**config.mk**
```make
export PLATFORM = sky130hd
export DESIGN_NAME = pio_cmd_fifo
export DESIGN_NICKNAME = d
export VERILOG_FILES = /design/src/rtl/pio_cmd_fifo_pkg.sv /design/src/rtl/pio_arbiter.sv /design/src/rtl/pio_byte_fifo.sv /design/src/rtl/pio_cmd_capture.sv /design/src/rtl/pio_cmd_fifo.sv
export SDC_FILE = /design/constraint.sdc
export NUM_CORES = 1
export LEC_CHECK = 0
export ABC_CLOCK_PERIOD_IN_PS = 5400
export BUFFER_PORTS_ARGS = -buffer_cell sky130_fd_sc_hd__buf_2
export CORE_ASPECT_RATIO = 0.75
export CORE_UTILIZATION = 66
export DETAILED_ROUTE_END_ITERATION = 12
export PLACE_DENSITY = 0.88
export SLEW_MARGIN = 5
export SYNTH_ARGS = -nofsm -noshare
export SYNTH_HDL_FRONTEND = slang
export SYNTH_HIERARCHICAL = 1
export SYNTH_SLANG_ARGS = --single-unit
```
**constraint.sdc**
```tcl
create_clock -name clk -period 5.4 [get_ports clk]
set_clock_uncertainty 0.15 [all_clocks]
set_input_delay 0.27 -clock clk [delete_from_list [all_inputs] [get_ports clk]]
set_output_delay 0.27 -clock clk [all_outputs]
set_load 0.05 [all_outputs]
```
**src/rtl/pio_cmd_fifo_pkg.sv**
```systemverilog
package pio_cmd_fifo_pkg;
  localparam int FLAG_W = 5;
  localparam int BYTE_W = 8;

  typedef enum logic [2:0] {
    ACT_NONE,
    ACT_FLUSH,
    ACT_STATUS,
    ACT_READ,
    ACT_WRITE_FIFO,
    ACT_WRITE_CMD
  } act_e;
endpackage

```
**src/rtl/pio_arbiter.sv**
```systemverilog
module pio_arbiter
  import pio_cmd_fifo_pkg::*;
(
  input  logic flush,
  input  logic status_req,
  input  logic rd_req,
  input  logic wr_valid,
  input  logic cmd_mode,
  output act_e act,
  output logic wr_ready
);
  // Fixed priority: flush, status, read, write.
  always_comb begin
    if (flush)           act = ACT_FLUSH;
    else if (status_req) act = ACT_STATUS;
    else if (rd_req)     act = ACT_READ;
    else if (wr_valid)   act = cmd_mode ? ACT_WRITE_CMD : ACT_WRITE_FIFO;
    else                 act = ACT_NONE;
  end

  assign wr_ready = !(flush || status_req || rd_req);
endmodule

```
**src/rtl/pio_byte_fifo.sv**
```systemverilog
module pio_byte_fifo
  import pio_cmd_fifo_pkg::*;
#(
  parameter int DEPTH = 16
) (
  input  logic                       clk,
  input  logic                       rst_n,
  input  act_e                       act,
  input  logic [BYTE_W-1:0]          wr_data,
  input  logic                       phase_dout,
  input  logic [BYTE_W-1:0]          status_val,
  output logic [BYTE_W-1:0]          rd_data,
  output logic                       rd_valid,
  output logic                       irq,
  output logic                       overrun,
  output logic [$clog2(DEPTH+1)-1:0] count,
  output logic [$clog2(DEPTH)-1:0]   rd_ptr,
  output logic [$clog2(DEPTH)-1:0]   wr_ptr,
  output logic [FLAG_W-1:0]          flags
);
  localparam int PW = $clog2(DEPTH);
  localparam int CW = $clog2(DEPTH + 1);

  logic [BYTE_W-1:0] mem [DEPTH];
  logic              at_limit;

  assign at_limit = (count == CW'(DEPTH - 1));

  function automatic logic [PW-1:0] ptr_inc(input logic [PW-1:0] p);
    return (p == PW'(DEPTH - 1)) ? '0 : p + 1'b1;
  endfunction

  always_ff @(posedge clk) begin
    if (act == ACT_STATUS) begin
      mem[0]      <= status_val;
      mem[PW'(1)] <= '0;
    end else if (act == ACT_WRITE_FIFO && !at_limit) begin
      mem[wr_ptr] <= wr_data;
    end
  end

  always_ff @(posedge clk or negedge rst_n) begin
    if (!rst_n) begin
      count    <= '0;
      rd_ptr   <= '0;
      wr_ptr   <= '0;
      flags    <= '0;
      rd_data  <= '0;
      rd_valid <= 1'b0;
      irq      <= 1'b0;
      overrun  <= 1'b0;
    end else begin
      rd_valid <= 1'b0;
      irq      <= 1'b0;
      overrun  <= 1'b0;
      case (act)
        ACT_FLUSH: begin
          count  <= '0;
          rd_ptr <= '0;
          wr_ptr <= '0;
          flags  <= '0;
        end
        ACT_STATUS: begin
          count  <= CW'(2);
          rd_ptr <= '0;
          wr_ptr <= PW'(2 % DEPTH);
          flags  <= FLAG_W'(2);
          irq    <= 1'b1;
        end
        ACT_READ: begin
          rd_valid <= 1'b1;
          if (count != '0) begin
            rd_data <= phase_dout ? '0 : mem[rd_ptr];
            irq     <= 1'b1;
            count   <= count - 1'b1;
            if (count == CW'(1)) begin
              rd_ptr <= '0;
              wr_ptr <= '0;
            end else if (!phase_dout) begin
              rd_ptr <= ptr_inc(rd_ptr);
            end
          end else begin
            rd_ptr <= '0;
            wr_ptr <= '0;
          end
        end
        ACT_WRITE_FIFO: begin
          if (at_limit) begin
            overrun <= 1'b1;
          end else begin
            count  <= count + 1'b1;
            wr_ptr <= ptr_inc(wr_ptr);
          end
        end
        default: ;
      endcase
    end
  end

  // the count never reaches the full depth
  p_count_bound_r3: assert property (@(posedge clk) disable iff (!rst_n)
    count <= CW'(DEPTH - 1));
  // a dropped write leaves the count untouched
  p_overrun_keep_r3: assert property (@(posedge clk) disable iff (!rst_n)
    overrun |-> count == $past(count));
  // every pop of a nonempty FIFO raises the interrupt
  p_pop_irq_r4: assert property (@(posedge clk) disable iff (!rst_n)
    (act == ACT_READ && count != '0) |=> irq);
  // empty reads have no side effects on the data port
  p_empty_read_r6: assert property (@(posedge clk) disable iff (!rst_n)
    (act == ACT_READ && count == '0) |=> (!irq && $stable(rd_data)));
  // empty FIFO means both pointers rewound
  p_rewind_r7: assert property (@(posedge clk) disable iff (!rst_n)
    (count == '0) |-> (rd_ptr == '0 && wr_ptr == '0));
  // flush empties the FIFO
  p_flush_empty_r12: assert property (@(posedge clk) disable iff (!rst_n)
    (act == ACT_FLUSH) |=> (count == '0 && flags == '0));
endmodule

```
**src/rtl/pio_cmd_capture.sv**
```systemverilog
module pio_cmd_capture
  import pio_cmd_fifo_pkg::*;
#(
  parameter int CMD_DEPTH = 32
) (
  input  logic                           clk,
  input  logic                           rst_n,
  input  act_e                           act,
  input  logic                           cmd_clear,
  input  logic [BYTE_W-1:0]              wr_data,
  input  logic [$clog2(CMD_DEPTH)-1:0]   rd_idx,
  output logic [BYTE_W-1:0]              rd_byte,
  output logic [$clog2(CMD_DEPTH+1)-1:0] cmd_len
);
  localparam int IW = $clog2(CMD_DEPTH);
  localparam int LW = $clog2(CMD_DEPTH + 1);

  logic [BYTE_W-1:0] cbuf [CMD_DEPTH];
  logic              take;

  assign take    = (act == ACT_WRITE_CMD) && !cmd_clear && (cmd_len < LW'(CMD_DEPTH));
  assign rd_byte = cbuf[rd_idx];

  always_ff @(posedge clk) begin
    if (take) cbuf[cmd_len[IW-1:0]] <= wr_data;
  end

  always_ff @(posedge clk or negedge rst_n) begin
    if (!rst_n)         cmd_len <= '0;
    else if (cmd_clear) cmd_len <= '0;
    else if (take)      cmd_len <= cmd_len + 1'b1;
  end

  // the command length never passes the buffer size
  p_cmd_bound_r9: assert property (@(posedge clk) disable iff (!rst_n)
    cmd_len <= LW'(CMD_DEPTH));
  // a clear always lands
  p_cmd_clear_r10: assert property (@(posedge clk) disable iff (!rst_n)
    cmd_clear |=> cmd_len == '0);
endmodule

```
**src/rtl/pio_cmd_fifo.sv**
```systemverilog
module pio_cmd_fifo
  import pio_cmd_fifo_pkg::*;
#(
  parameter int DEPTH     = 16,
  parameter int CMD_DEPTH = 32
) (
  input  logic                           clk,
  input  logic                           rst_n,
  input  logic                           flush,
  input  logic                           cmd_mode,
  input  logic                           cmd_clear,
  input  logic                           phase_dout,
  input  logic                           wr_valid,
  output logic                           wr_ready,
  input  logic [7:0]                     wr_data,
  input  logic                           rd_req,
  output logic                           rd_valid,
  output logic [7:0]                     rd_data,
  input  logic                           status_req,
  input  logic [7:0]                     status_val,
  input  logic [$clog2(CMD_DEPTH)-1:0]   cmd_rd_idx,
  output logic [7:0]                     cmd_rd_data,
  output logic [$clog2(CMD_DEPTH+1)-1:0] cmd_len,
  output logic [$clog2(DEPTH+1)-1:0]     count,
  output logic [$clog2(DEPTH)-1:0]       rd_ptr,
  output logic [$clog2(DEPTH)-1:0]       wr_ptr,
  output logic [4:0]                     flags,
  output logic                           irq,
  output logic                           overrun
);
  act_e act;

  pio_arbiter u_arb (
    .flush      (flush),
    .status_req (status_req),
    .rd_req     (rd_req),
    .wr_valid   (wr_valid),
    .cmd_mode   (cmd_mode),
    .act        (act),
    .wr_ready   (wr_ready)
  );

  pio_byte_fifo #(.DEPTH(DEPTH)) u_fifo (
    .clk        (clk),
    .rst_n      (rst_n),
    .act        (act),
    .wr_data    (wr_data),
    .phase_dout (phase_dout),
    .status_val (status_val),
    .rd_data    (rd_data),
    .rd_valid   (rd_valid),
    .irq        (irq),
    .overrun    (overrun),
    .count      (count),
    .rd_ptr     (rd_ptr),
    .wr_ptr     (wr_ptr),
    .flags      (flags)
  );

  pio_cmd_capture #(.CMD_DEPTH(CMD_DEPTH)) u_cmd (
    .clk       (clk),
    .rst_n     (rst_n),
    .act       (act),
    .cmd_clear (cmd_clear),
    .wr_data   (wr_data),
    .rd_idx    (cmd_rd_idx),
    .rd_byte   (cmd_rd_data),
    .cmd_len   (cmd_len)
  );

  // command-mode writes never move the FIFO count
  p_cmd_no_fifo_r8: assert property (@(posedge clk) disable iff (!rst_n)
    (act == ACT_WRITE_CMD) |=> count == $past(count));
  // a held-off write beat never lands in either store
  p_stall_r13: assert property (@(posedge clk) disable iff (!rst_n)
    (wr_valid && !wr_ready && !cmd_clear) |=> cmd_len == $past(cmd_len));
endmodule

```
# Word-level counts from Yosys, hierarchy flattened
# Memory sizes are Yosys's and may differ from the RTL's.
# Index checks and enable logic that the tools add are counted.
dict set report word_totals {
  input_bits 30
  ramBits 384
  out_inout_bits 44
  memories 2
  register_bits 35
  elab_cells 86
}
# memory words width rd rd_clocked_by_memory_dff wr line_no
set memory_table {}
lappend memory_table {u_cmd.cbuf 32 8 1 0 1 pio_cmd_capture.sv:18} ;# logic [BYTE_W-1:0] cbuf [CMD_DEPTH];
lappend memory_table {u_fifo.mem 16 8 1 0 2 pio_byte_fifo.sv:24} ;# logic [BYTE_W-1:0] mem [DEPTH];
dict set report classes {
  add_sub_neg 5
  reduce_logical 19
  magnitude_cmp 1
  muxes 37
  n_eq_ne 13
}
# operator count
set ops {}
lappend ops {{2-to-1 mux 4 bit} 9}
lappend ops {{case mux 5 bit (4 select lines)} 1}
lappend ops {{2-to-1 mux 8 bit} 2}
lappend ops {{case mux 4 bit (4 select lines)} 1}
lappend ops {{2-to-1 mux 1 bit} 13}
lappend ops {{2-to-1 mux 3 bit} 4}
lappend ops {{2-to-1 mux 6 bit} 2}
lappend ops {{2-to-1 mux 5 bit} 2}
lappend ops {{case mux 5 bit (2 select lines)} 1}
lappend ops {{adder 4 x 1 -> 4 bit, second input constant} 2}
lappend ops {{equality test 4 bit, second input constant} 2}
lappend ops {{case mux 4 bit (2 select lines)} 1}
lappend ops {{OR reduction 8 bit} 1}
lappend ops {{adder 6 x 1 -> 6 bit, second input constant} 1}
lappend ops {{equality test 3 x 2 -> 1 bit, second input constant} 2}
lappend ops {{equality test 3 bit, second input constant} 2}
lappend ops {{< comparator 6 bit, second input constant} 1}
lappend ops {{AND reduction 3 bit} 2}
lappend ops {{nonzero test 2 bit} 3}
lappend ops {{adder 5 x 1 -> 5 bit, second input constant} 1}
lappend ops {{equality test 5 x 1 -> 1 bit, second input constant} 1}
lappend ops {{equality test 5 x 4 -> 1 bit, second input constant} 1}
lappend ops {{nonzero test 5 bit} 1}
lappend ops {{subtractor 5 x 1 -> 5 bit, second input constant} 1}
lappend ops {{other kinds (12)} 18}

# Logic depth before layout (Yosys ltp)
# Gate-level depths: netlist of run 1.
dict set report logic_depth {
  depth_word 12
  mapped_depth 8
  mapped_depth_nobuf 7
}

# Hierarchy
# Netlist of run 1, hierarchy kept.
# mod instances cells_each seq_area_each_um2 area_per_inst_um2
set modules_own_cells {}
lappend modules_own_cells {pio_cmd_capture 1 444 7837.5 10212.3}
lappend modules_own_cells {pio_byte_fifo 1 377 4469.3 6568.8}
lappend modules_own_cells {pio_arbiter 1 6 0.0 36.3}

# Least setup slack after synthesis of run 1
# OpenSTA, ideal clock, no wires.
dict set report synth_path {
  kind {reg-to-reg}
  from {register u_fifo.count[0]}
  to {memory u_fifo.mem[0][0], enable pin}
  synth_period_minus_slack_ns 3.130
  required_time_ns 4.866
  arrival_ns 2.596
  setup_time_ns 0.384
  stages_incl_launch_ff 9
  n_path_buf 1
  setup_slack_ns 2.270
  cell_sequence {dfrtp_1 -> ha_1 -> and3_1 -> ha_1 -> nor4b_4 -> nand2_2 -> or3_1 -> buf_6 -> o21ai_0}
}
# element line_no
set synth_rtl {}
lappend synth_rtl {{from (decl)} pio_byte_fifo.sv:16} ;# output logic [$clog2(DEPTH+1)-1:0] count,
lappend synth_rtl {{from (signal assigned)} pio_byte_fifo.sv:75} ;# count <= count - 1'b1;
lappend synth_rtl {{from (signal assigned)} pio_byte_fifo.sv:91} ;# count <= count + 1'b1;
lappend synth_rtl {{to (decl)} pio_byte_fifo.sv:24}

==> reports/results.env, run 1 <==
YS_FF_LATCH=415
CTS.PATH.MAX_BUFFERS=3
FINAL_MAX_SLEW_VIOL_COUNT=0
LAYOUT_CELLS_SIZED_ABOVE_1_PCT=28.6
TIMING.CRITICAL_PATH.TO_TYPE='flop'
AVGVIACOUNTPERCELL=7.18
SYN_INST=827
GRT_PASS1_WL_UM=60800
LEAKAGE_DISSIPATION_nW=6.18
SETUP_WS_PS=1700
MAX_RAIL_DROP_VDD_V=0.000249
CLOCK_TREE_FROM_TRITONCTS='built'
TIMING.FMAX_GHz=0.270
PLACEMENT.SETUP.WORST_SLACK_PS=1910
SEQUENTIAL_CELL_FRACTION_OF_TOTAL_POWER_PCT=51.7
DRCVIOLATIONCOUNT=0
SETUP_VIOL_COUNT_FINAL=0
GRT_MAX_DEGREE=49
YOSYSTOPAREACELLSHARE_PCT=68.6
CRITPATHMAXFANOUT=9
CLOCK_LATENCY_PS=530
CRITICAL_PATH_REQUIRED_PS=5410
HTREE_NUM_LEVELS=2
SYNTH_TOP_FAMILY_BY_AREA='multiplexers'
IO_PINS=74
LAYOUT_AREA_OVERHEAD_PCT=11.6
ROUTED-VIA-COUNT=9208
SYNTHSIMPLEGATEAREAFRAC_PCT=3.60
HPWLAFTERDP_UM=22600
P_SW_mW=1.71
DRT_ITER0_DRC=1340
MOST_COMMON_CELL_AFTER_LAYOUT_FILL_AND_TAPS_ASIDE='sky130_fd_sc_hd__edfxtp_1'
DIODES=0
CLKSINKCOUNT=415
NUM-NETS-FINAL=960
FILLERINSTANCES=1232
FINALCRITPERIODSHARE_PCT=68.5
LAYOUT_MIN_CYCLE_TIME_PS=3700
DIE-HEIGHT_UM=140
NETLIST.TOP_CELL.BY_AREA='sky130_fd_sc_hd__edfxtp_1'
TNS_PS=0
POWER.SHARE.SWITCHING_PCT=24.4
ANTENNA_FOUND_INITIAL=0
GPL.FINAL_WEIGHTED_CONGESTION=0.846
SYNTH-WARNING-COUNT=6
TOTALWIRELENGTH_UM=41100
SYNTH_MUX_AREA_SHARE_PCT=17.9
GRT_PASS1_VIAS=9082
CTS-ROOT-BUF='sky130_fd_sc_hd__clkbuf_16'
SYNTH_AREA_LEADERS='sky130_fd_sc_hd__edfxtp_1 (69%), sky130_fd_sc_hd__mux4_2 (15%), sky130_fd_sc_hd__dfrtp_1 (4.6%)'
GLOBALROUTETOTALUTIL_PCT=32.5
GLOBAL_ROUTE.OVERFLOW_TOTAL=0
CTS.REPORTEDPATHS.CLKPINSLEW_PS=60
SYN-CELL-AREA_UM2=16800
SYNTHARSTFLOPSHARE_PCT=7.47
SYNTH_AREA_PER_CELL_UM2=20.3
PWR-SHARE-COMB_PCT=10.2
YOSYS.AREA_SHARE.XOR_XNOR_PCT=0.104
FINAL_ANTENNA_NET_COUNT=0
SYNTH_TOP_FLOP_CELL='sky130_fd_sc_hd__edfxtp_1'
WORST_SETUP_PATH_START_KIND='flop'
LAYOUT_COMMON_CELLS='sky130_fd_sc_hd__edfxtp_1 (384), sky130_fd_sc_hd__mux4_2 (112), sky130_fd_sc_hd__buf_2 (68), sky130_fd_sc_hd__nor2_1 (55), sky130_fd_sc_hd__clkbuf_16 (41)'
FLOORPLAN.INITIALDENSITY_PCT=67.4
MIN_DELAY_WORST_TYPE='in2reg'
ROWS=50
CELLPOWERDENSITY_nW_PER_UM2=372
DIE_WIDTH_UM=186
HOLD_VIOL=0
PLACEABLECOREAREA_UM2=25000
CRIT_ARRIVAL_PS=3710
CLASS_OF_THE_MOST_CRITICAL_SETUP_PATH='reg2reg'
SHARE_CLK_OF_TOTAL_POWER_PCT=38.1
HOLDWS_PS=162
OUTCOME='finished clean'
POST_SYNTH_EDFFS=384
TIGHTEST_SLEW_PS=1370
NUMCTSBUFFERS=39
POST_DRT_WL_PER_CELL_UM=32.0
DESIGN.DIE.AREA_UM2=26100
TIMING.MAX_SLEW.REL_SLACK_PCT=7.69
P_INT_mW=5.29
PLACE.PORT_BUFFERS=69
SYNTH_SEQ_AREA_SHARE_PCT=73.2
NUMBER_OF_GATES_RESIZED_AFTER_CTS=0
SYNTH_ADDER_AREA_SHARE_PCT=1.04
FIRST_PASS_ITERS=5
SYNTH_COMPOUND_GATE_AREA_SHARE_PCT=2.48
SYNTH.DISTINCT_CELLS=52
GRT_SETUP_UNREPAIRED='no'
DRV_CAP=0
==> cells in the mapped netlist (2+ instances only) <==
cell type                  number
sky130_fd_sc_hd__nand2_1       17
sky130_fd_sc_hd__a21o_1         5
sky130_fd_sc_hd__or3b_2         2
sky130_fd_sc_hd__o22ai_1        2
sky130_fd_sc_hd__inv_1         14
sky130_fd_sc_hd__buf_1          7
sky130_fd_sc_hd__o211ai_1       2
sky130_fd_sc_hd__and3_1         3
sky130_fd_sc_hd__o31ai_1        5
sky130_fd_sc_hd__buf_2          7
sky130_fd_sc_hd__xnor2_1        2
sky130_fd_sc_hd__buf_6          3
sky130_fd_sc_hd__clkbuf_1      17
sky130_fd_sc_hd__dfrtp_1       31
sky130_fd_sc_hd__or2_2          2
sky130_fd_sc_hd__nor3_1         9
sky130_fd_sc_hd__mux2_2         9
sky130_fd_sc_hd__and2_1        10
sky130_fd_sc_hd__nand3b_1       2
sky130_fd_sc_hd__a22o_1        10
sky130_fd_sc_hd__mux2_4         8
sky130_fd_sc_hd__a211oi_1       3
sky130_fd_sc_hd__mux4_2       112
sky130_fd_sc_hd__o21bai_1       3
sky130_fd_sc_hd__nand2b_1       3
sky130_fd_sc_hd__a21oi_1       12
sky130_fd_sc_hd__mux2i_1       26
sky130_fd_sc_hd__buf_4         10
sky130_fd_sc_hd__ha_1          14
sky130_fd_sc_hd__a31oi_1        4
sky130_fd_sc_hd__o21ai_0        7
sky130_fd_sc_hd__nor2_1        55
sky130_fd_sc_hd__nand3_1        8
sky130_fd_sc_hd__edfxtp_1     384
sky130_fd_sc_hd__nor3b_1        2
==> power groups by stage <==
| stage | Clock (mW) | Sequential [mW] | Combinational (mW) |
|---|---|---|---|
| global route | 2.80 | 3.62 | 0.738 |
| floorplan | 0 | 3.81 | 0.349 |
| finish | 2.67 | 3.61 | 0.712 |
| global placement | 0 | 3.68 | 0.660 |
| CTS | 2.69 | 3.61 | 0.705 |
| detailed placement | 0 | 3.68 | 0.682 |
==> per-stage QoR <==
stage	instances	cell area [µm²]	util, %	power (mW)
final	1283	18800	75.2	6.99
after global routing	1283	18800	75.2	7.15
after CTS	1283	18800	75.2	7.01
after detailed placement	1202	17500	69.9	4.36
after global placement	1202	17500	69.9	4.34
after floorplan	830	16800	-	4.16
==> cell families (layout without fill, tap and decap cells) <==
logic type	after synthesis	in the layout
compound gates	60	60
xor+xnor	2	2
fa+ha+maj	14	14
buf+inv	58	173
flops	415	415
mux	155	155
other cells	1	4
simple gates	122	122
==> area by class of cell <==
type	instances	area [µm²]	area share, %
Sequential cell	415	12300	65.6
Multi-Input combinational cell	357	4240	22.6
Clock buffer	51	1060	5.67
Timing Repair Buffer	89	551	2.93
Tap cell	338	423	2.25
Clock inverter	19	139	0.740
Inverter	14	52.6	0.280
==> metal layers <==
layer | track usage [%] | routed length (µm)
met2 | 50.9 | 19600
met3 | 5.24 | 4820
met5 | 0 | 0
met4 | 13.4 | 1810
met1 | 46.9 | 14800
==> state kept, by name, summed over array words and instances, names as in the netlist <==
name,count
u_fifo/overrun,1
u_fifo/flags,1
u_cmd/cmd_len,6
u_fifo/mem,128
u_fifo/rd_data,8
u_fifo/rd_valid,1
u_cmd/cbuf,256
u_fifo/rd_ptr,4
u_fifo/count,5
u_fifo/wr_ptr,4
u_fifo/irq,1
==> critical path, cell delays in order (launching register included) <==
cell	delay, ps
sky130_fd_sc_hd__dfrtp_1	450
sky130_fd_sc_hd__ha_1	280
sky130_fd_sc_hd__and3_1	200
sky130_fd_sc_hd__ha_1	250
sky130_fd_sc_hd__nor4b_4	490
sky130_fd_sc_hd__nand2_1	260
sky130_fd_sc_hd__nor3_1	750
sky130_fd_sc_hd__o21bai_1	480
==> final timing paths <==
check	from	endpoint	slack, ps	cells after the start
min reg2reg	u_fifo/rd_data[0]	u_fifo/rd_data[0]	370	1
min in group asynchronous	rst_n	u_cmd/cmd_len[3]	200	2
max reg2reg	u_fifo/count[0]	u_fifo/mem[1][6]	1700	7
max in group asynchronous	rst_n	u_fifo/rd_ptr[0]	4370	2
max	u_fifo/count[0]	u_fifo/mem[1][6]	1700	7
min	status_req	u_fifo/irq	160	4
==> repair_timing <==
item                                   in CTS  in global routing
setup endpoints to repair                   0                  0
hold buffers                               11                  0
endpoints found under the hold margin      45                  0
buffers inserted                            0                  0
Note: power is estimated with default switching activity, not from simulation.
==> run 2: changes to the inputs <==
--- a/config.mk
+++ b/config.mk
@@ -5,12 +5,12 @@
 export SDC_FILE = /design/constraint.sdc
 export NUM_CORES = 1
 export LEC_CHECK = 0
-export ABC_CLOCK_PERIOD_IN_PS = 5400
+export ABC_CLOCK_PERIOD_IN_PS = 3850
 export BUFFER_PORTS_ARGS = -buffer_cell sky130_fd_sc_hd__buf_2
 export CORE_ASPECT_RATIO = 0.75
-export CORE_UTILIZATION = 66
+export CORE_UTILIZATION = 61
 export DETAILED_ROUTE_END_ITERATION = 12
-export PLACE_DENSITY = 0.88
+export PLACE_DENSITY = 0.82
 export SLEW_MARGIN = 5
 export SYNTH_ARGS = -nofsm -noshare
 export SYNTH_HDL_FRONTEND = slang
==> constraint.sdc (replaced) <==
create_clock -name clk -period 3.85 [get_ports clk]
set_clock_uncertainty 0.15 [all_clocks]
set_input_delay 0.1925 -clock clk [delete_from_list [all_inputs] [get_ports clk]]
set_output_delay 0.1925 -clock clk [all_outputs]
set_load 0.05 [all_outputs]
==> run 2 against run 1 <==
  * Global-route usage is 5.2 points lower
  * Largest cell class unchanged
  * Sequential power rose by 40%
  * Routed wire length is 9.1% lower
  * Setup slack lost 1300 ps
  * Hold slack got worse by 67 ps
  * Sequential share of layout area decreased by 1.1 points
  * Critical path depth stayed put
  * Critical endpoint is now u_fifo/mem[0][6]
  * Die area grew 8.1%
  * Final area up 1.7%
  * First-iteration DRC count is 24% lower
  * Via count down 5.2%
  * Core utilization fell by 4.5 points
==> reports/results.env, run 2 (same netlist as run 1, synthesis figures left out) <==
OUTCOME='finished clean'
GRT_SETUP_UNREPAIRED='no'
FINALCRITPERIODSHARE_PCT=89.4  # +21 points
ROWS=52  # +4.0%
TIMING.FMAX_GHz=0.291  # +7.6%
ROUTE.MET2.WL_UM=17900  # -8.9%
DIE-HEIGHT_UM=146  # +4.0%
WORST_PATH_DOMINANT_CELL_FAMILY='simple AND/OR/NAND/NOR gates'
DIE_WIDTH_UM=194  # +4.0%
POST_DRT_WL_PER_CELL_UM=28.3  # -11%
CTS.REPORTEDPATHS.CLKPINSLEW_PS=60  # about the same
GLOBALROUTETOTALUTIL_PCT=27.3  # -5.2 points
DRCVIOLATIONCOUNT=0  # unchanged
LEAKAGE_DISSIPATION_nW=6.34  # +2.7%
SLOWEST_STAGE='sky130_fd_sc_hd__or3_1'
PLACE.PORT_BUFFERS=69  # unchanged
POST_LAYOUT_NONFILLER_INSTANCES=1318  # +2.7%
TIMING.CRITICAL_PATH.TO_TYPE='flop'
MAX_RAIL_DROP_VDD_V=0.000532  # +110%
CLASS_OF_THE_MOST_CRITICAL_SETUP_PATH='reg2reg'
GPL.FINAL_WEIGHTED_CONGESTION=0.848  # +0.25%
CLKSINKCOUNT=415  # unchanged
DRT_ITER0_DRC=1022  # -24%
ROUTED-VIA-COUNT=8732  # -5.2%
TIGHTEST_SLEW_PS=1130  # -246 ps
CRITICAL_PATH.MOST_COMMON_CELL='sky130_fd_sc_hd__ha_1'
LARGEST_REGISTER_FF_COUNT=256  # unchanged
NUM-NETS-FINAL=985  # +2.6%
DESIGN.DIE.AREA_UM2=28200  # +8.1%
TNS_PS=0  # unchanged
POST-PLACE-CELLS=1239  # +3.1%
LAYOUT_CELLS_SIZED_ABOVE_1_PCT=30.5  # +1.9 points
CRITICAL_PATH.N_BUFFERS_INVERTERS=0  # unchanged
GLOBAL_ROUTE.OVERFLOW_TOTAL=0  # unchanged
WORST_PATH_LARGEST_CELL_DELAY_PS=580  # -170 ps
TOTALWIRELENGTH_UM=37300  # -9.1%
AVGVIACOUNTPERCELL=6.63  # -7.7%
CLOCK_TREE_FROM_TRITONCTS='built'
TIMING.MAX_SLEW.REL_SLACK_PCT=24.8  # +17 points
CTS_POST_SETUP_BUFFERS_INSERTED=0  # unchanged
LAYOUT_COMMON_CELLS='sky130_fd_sc_hd__edfxtp_1 (384), sky130_fd_sc_hd__mux4_2 (112), sky130_fd_sc_hd__buf_2 (68), sky130_fd_sc_hd__nor2_1 (55), sky130_fd_sc_hd__clkbuf_16 (41)'
CELLPOWERDENSITY_nW_PER_UM2=524  # +41%
MET3_WIRELENGTH_UM=3100  # -36%
PLACEABLECOREAREA_UM2=27000  # +8.2%
CTS-ROOT-BUF='sky130_fd_sc_hd__clkbuf_16'
FIRST_PASS_ITERS=5  # unchanged
CRIT_ARRIVAL_PS=3440  # -270 ps
CTS.PATH.MAX_BUFFERS=3  # unchanged
DRV_CAP=0  # unchanged
HTREE_NUM_LEVELS=2  # unchanged
MIN_DELAY_WORST_TYPE='in2reg'
DIODES=0  # unchanged
IO_PINS=74  # unchanged
WIRELENGTH_MET1_UM=15700  # +5.9%
ANTENNA_FOUND_INITIAL=0  # unchanged
GRT_PASS1_VIAS=8590  # -5.4%
FLOORPLAN.INITIALDENSITY_PCT=62.3  # -5.1 points
HIGHEST_LAYER='met4'
GRT_MAX_DEGREE=49  # unchanged
HPWLAFTERDP_UM=21500  # -4.6%
WORST_SETUP_PATH_START_KIND='flop'
SETUP_VIOL_COUNT_FINAL=0  # unchanged
MOST_COMMON_CELL_AFTER_LAYOUT_FILL_AND_TAPS_ASIDE='sky130_fd_sc_hd__edfxtp_1'
FINAL_ANTENNA_NET_COUNT=0  # unchanged
HOLD_VIOL=0  # unchanged
FINAL_MAX_SLEW_VIOL_COUNT=0  # unchanged
CRITPATHMAXFANOUT=9  # unchanged
FILLERINSTANCES=1544  # +25%
PATH_CELLS='ha_1 > and3_1 > ha_1 > nor4b_4 > nand2_2 > or3_1 > o21ai_0'
LAYOUT_MIN_CYCLE_TIME_PS=3440  # -260 ps
NUMCTSBUFFERS=40  # +2.6%
LAYOUT_AREA_OVERHEAD_PCT=13.5
CLOCK_LATENCY_PS=530  # about the same
GRT_PASS1_WL_UM=55800  # -8.2%
CRITICAL_PATH_REQUIRED_PS=3850  # -1560 ps
[run 2: stage by stage]
step,power (mW),cell area [µm²],hold slack (ps),setup slack [ps],util [%]
3_3_place_gp,6.10,17700,129,654,65.4
4_1_cts,10.0,19100,67.7,459,70.7
2_1_floorplan,5.83,16800,-253,720,-
5_1_grt,10.2,19100,141,259,70.7
3_5_place_dp,6.13,17700,147,492,65.4
6_report,10.0,19100,95.5,409,70.7
[run 2: worst paths after layout]
path / start / to / slack (ps) / depth (start not counted)
setup / recovery: u_fifo/count[0] / u_fifo/mem[0][6] / 410 / 7
min in group asynchronous: rst_n / u_fifo/count[2] / 150 / 2
hold / removal: flush / u_fifo/flags[1] / 100 / 4
max in group asynchronous: rst_n / u_fifo/rd_ptr[0] / 2880 / 2
setup reg to reg: u_fifo/count[0] / u_fifo/mem[0][6] / 410 / 7
hold reg to reg: u_fifo/rd_data[4] / u_fifo/rd_data[4] / 360 / 1
[run 2: worst register-to-register path, stage by stage, from the launching register on]
cell and delay (ps):
sky130_fd_sc_hd__dfrtp_1 460, sky130_fd_sc_hd__ha_1 270, sky130_fd_sc_hd__and3_1 190, sky130_fd_sc_hd__ha_1 260, sky130_fd_sc_hd__nor4b_4 480, sky130_fd_sc_hd__nand2_2 160, sky130_fd_sc_hd__or3_1 580, sky130_fd_sc_hd__o21ai_0 510
[run 2: report_power, final]
group | total, mW | switching (mW) | internal [mW] | leakage (nW)
Combinational | 0.995 | 0.650 | 0.345 | 1.85
Sequential | 5.06 | 0.0696 | 4.99 | 3.87
Clock | 3.94 | 1.59 | 2.35 | 0.625
[run 2: timing repair]
item / in CTS / in global routing
gates resized for setup: 0 / 0
endpoints found under the hold margin: 48 / 0
hold buffers: 11 / 0
setup endpoints to repair: 0 / 0
[run 2: area by class of cell]
class | instances | area [µm²] | share of cell area [%]
multi-input combinational | 357 | 4240 | 22.2
tap | 351 | 439 | 2.30
clock buffer | 49 | 1060 | 5.53
clock inverter | 19 | 249 | 1.30
timing repair buffer | 113 | 743 | 3.89
sequential | 415 | 12300 | 64.5
inverter | 14 | 52.6 | 0.275
[run 2: per-layer routing]
metal	global-route usage [%]	up-vias
li1	-	3602
met1	41.8	4557
met2	41.9	517
met3	4.77	56
met4	6.68	0
met5	0	-
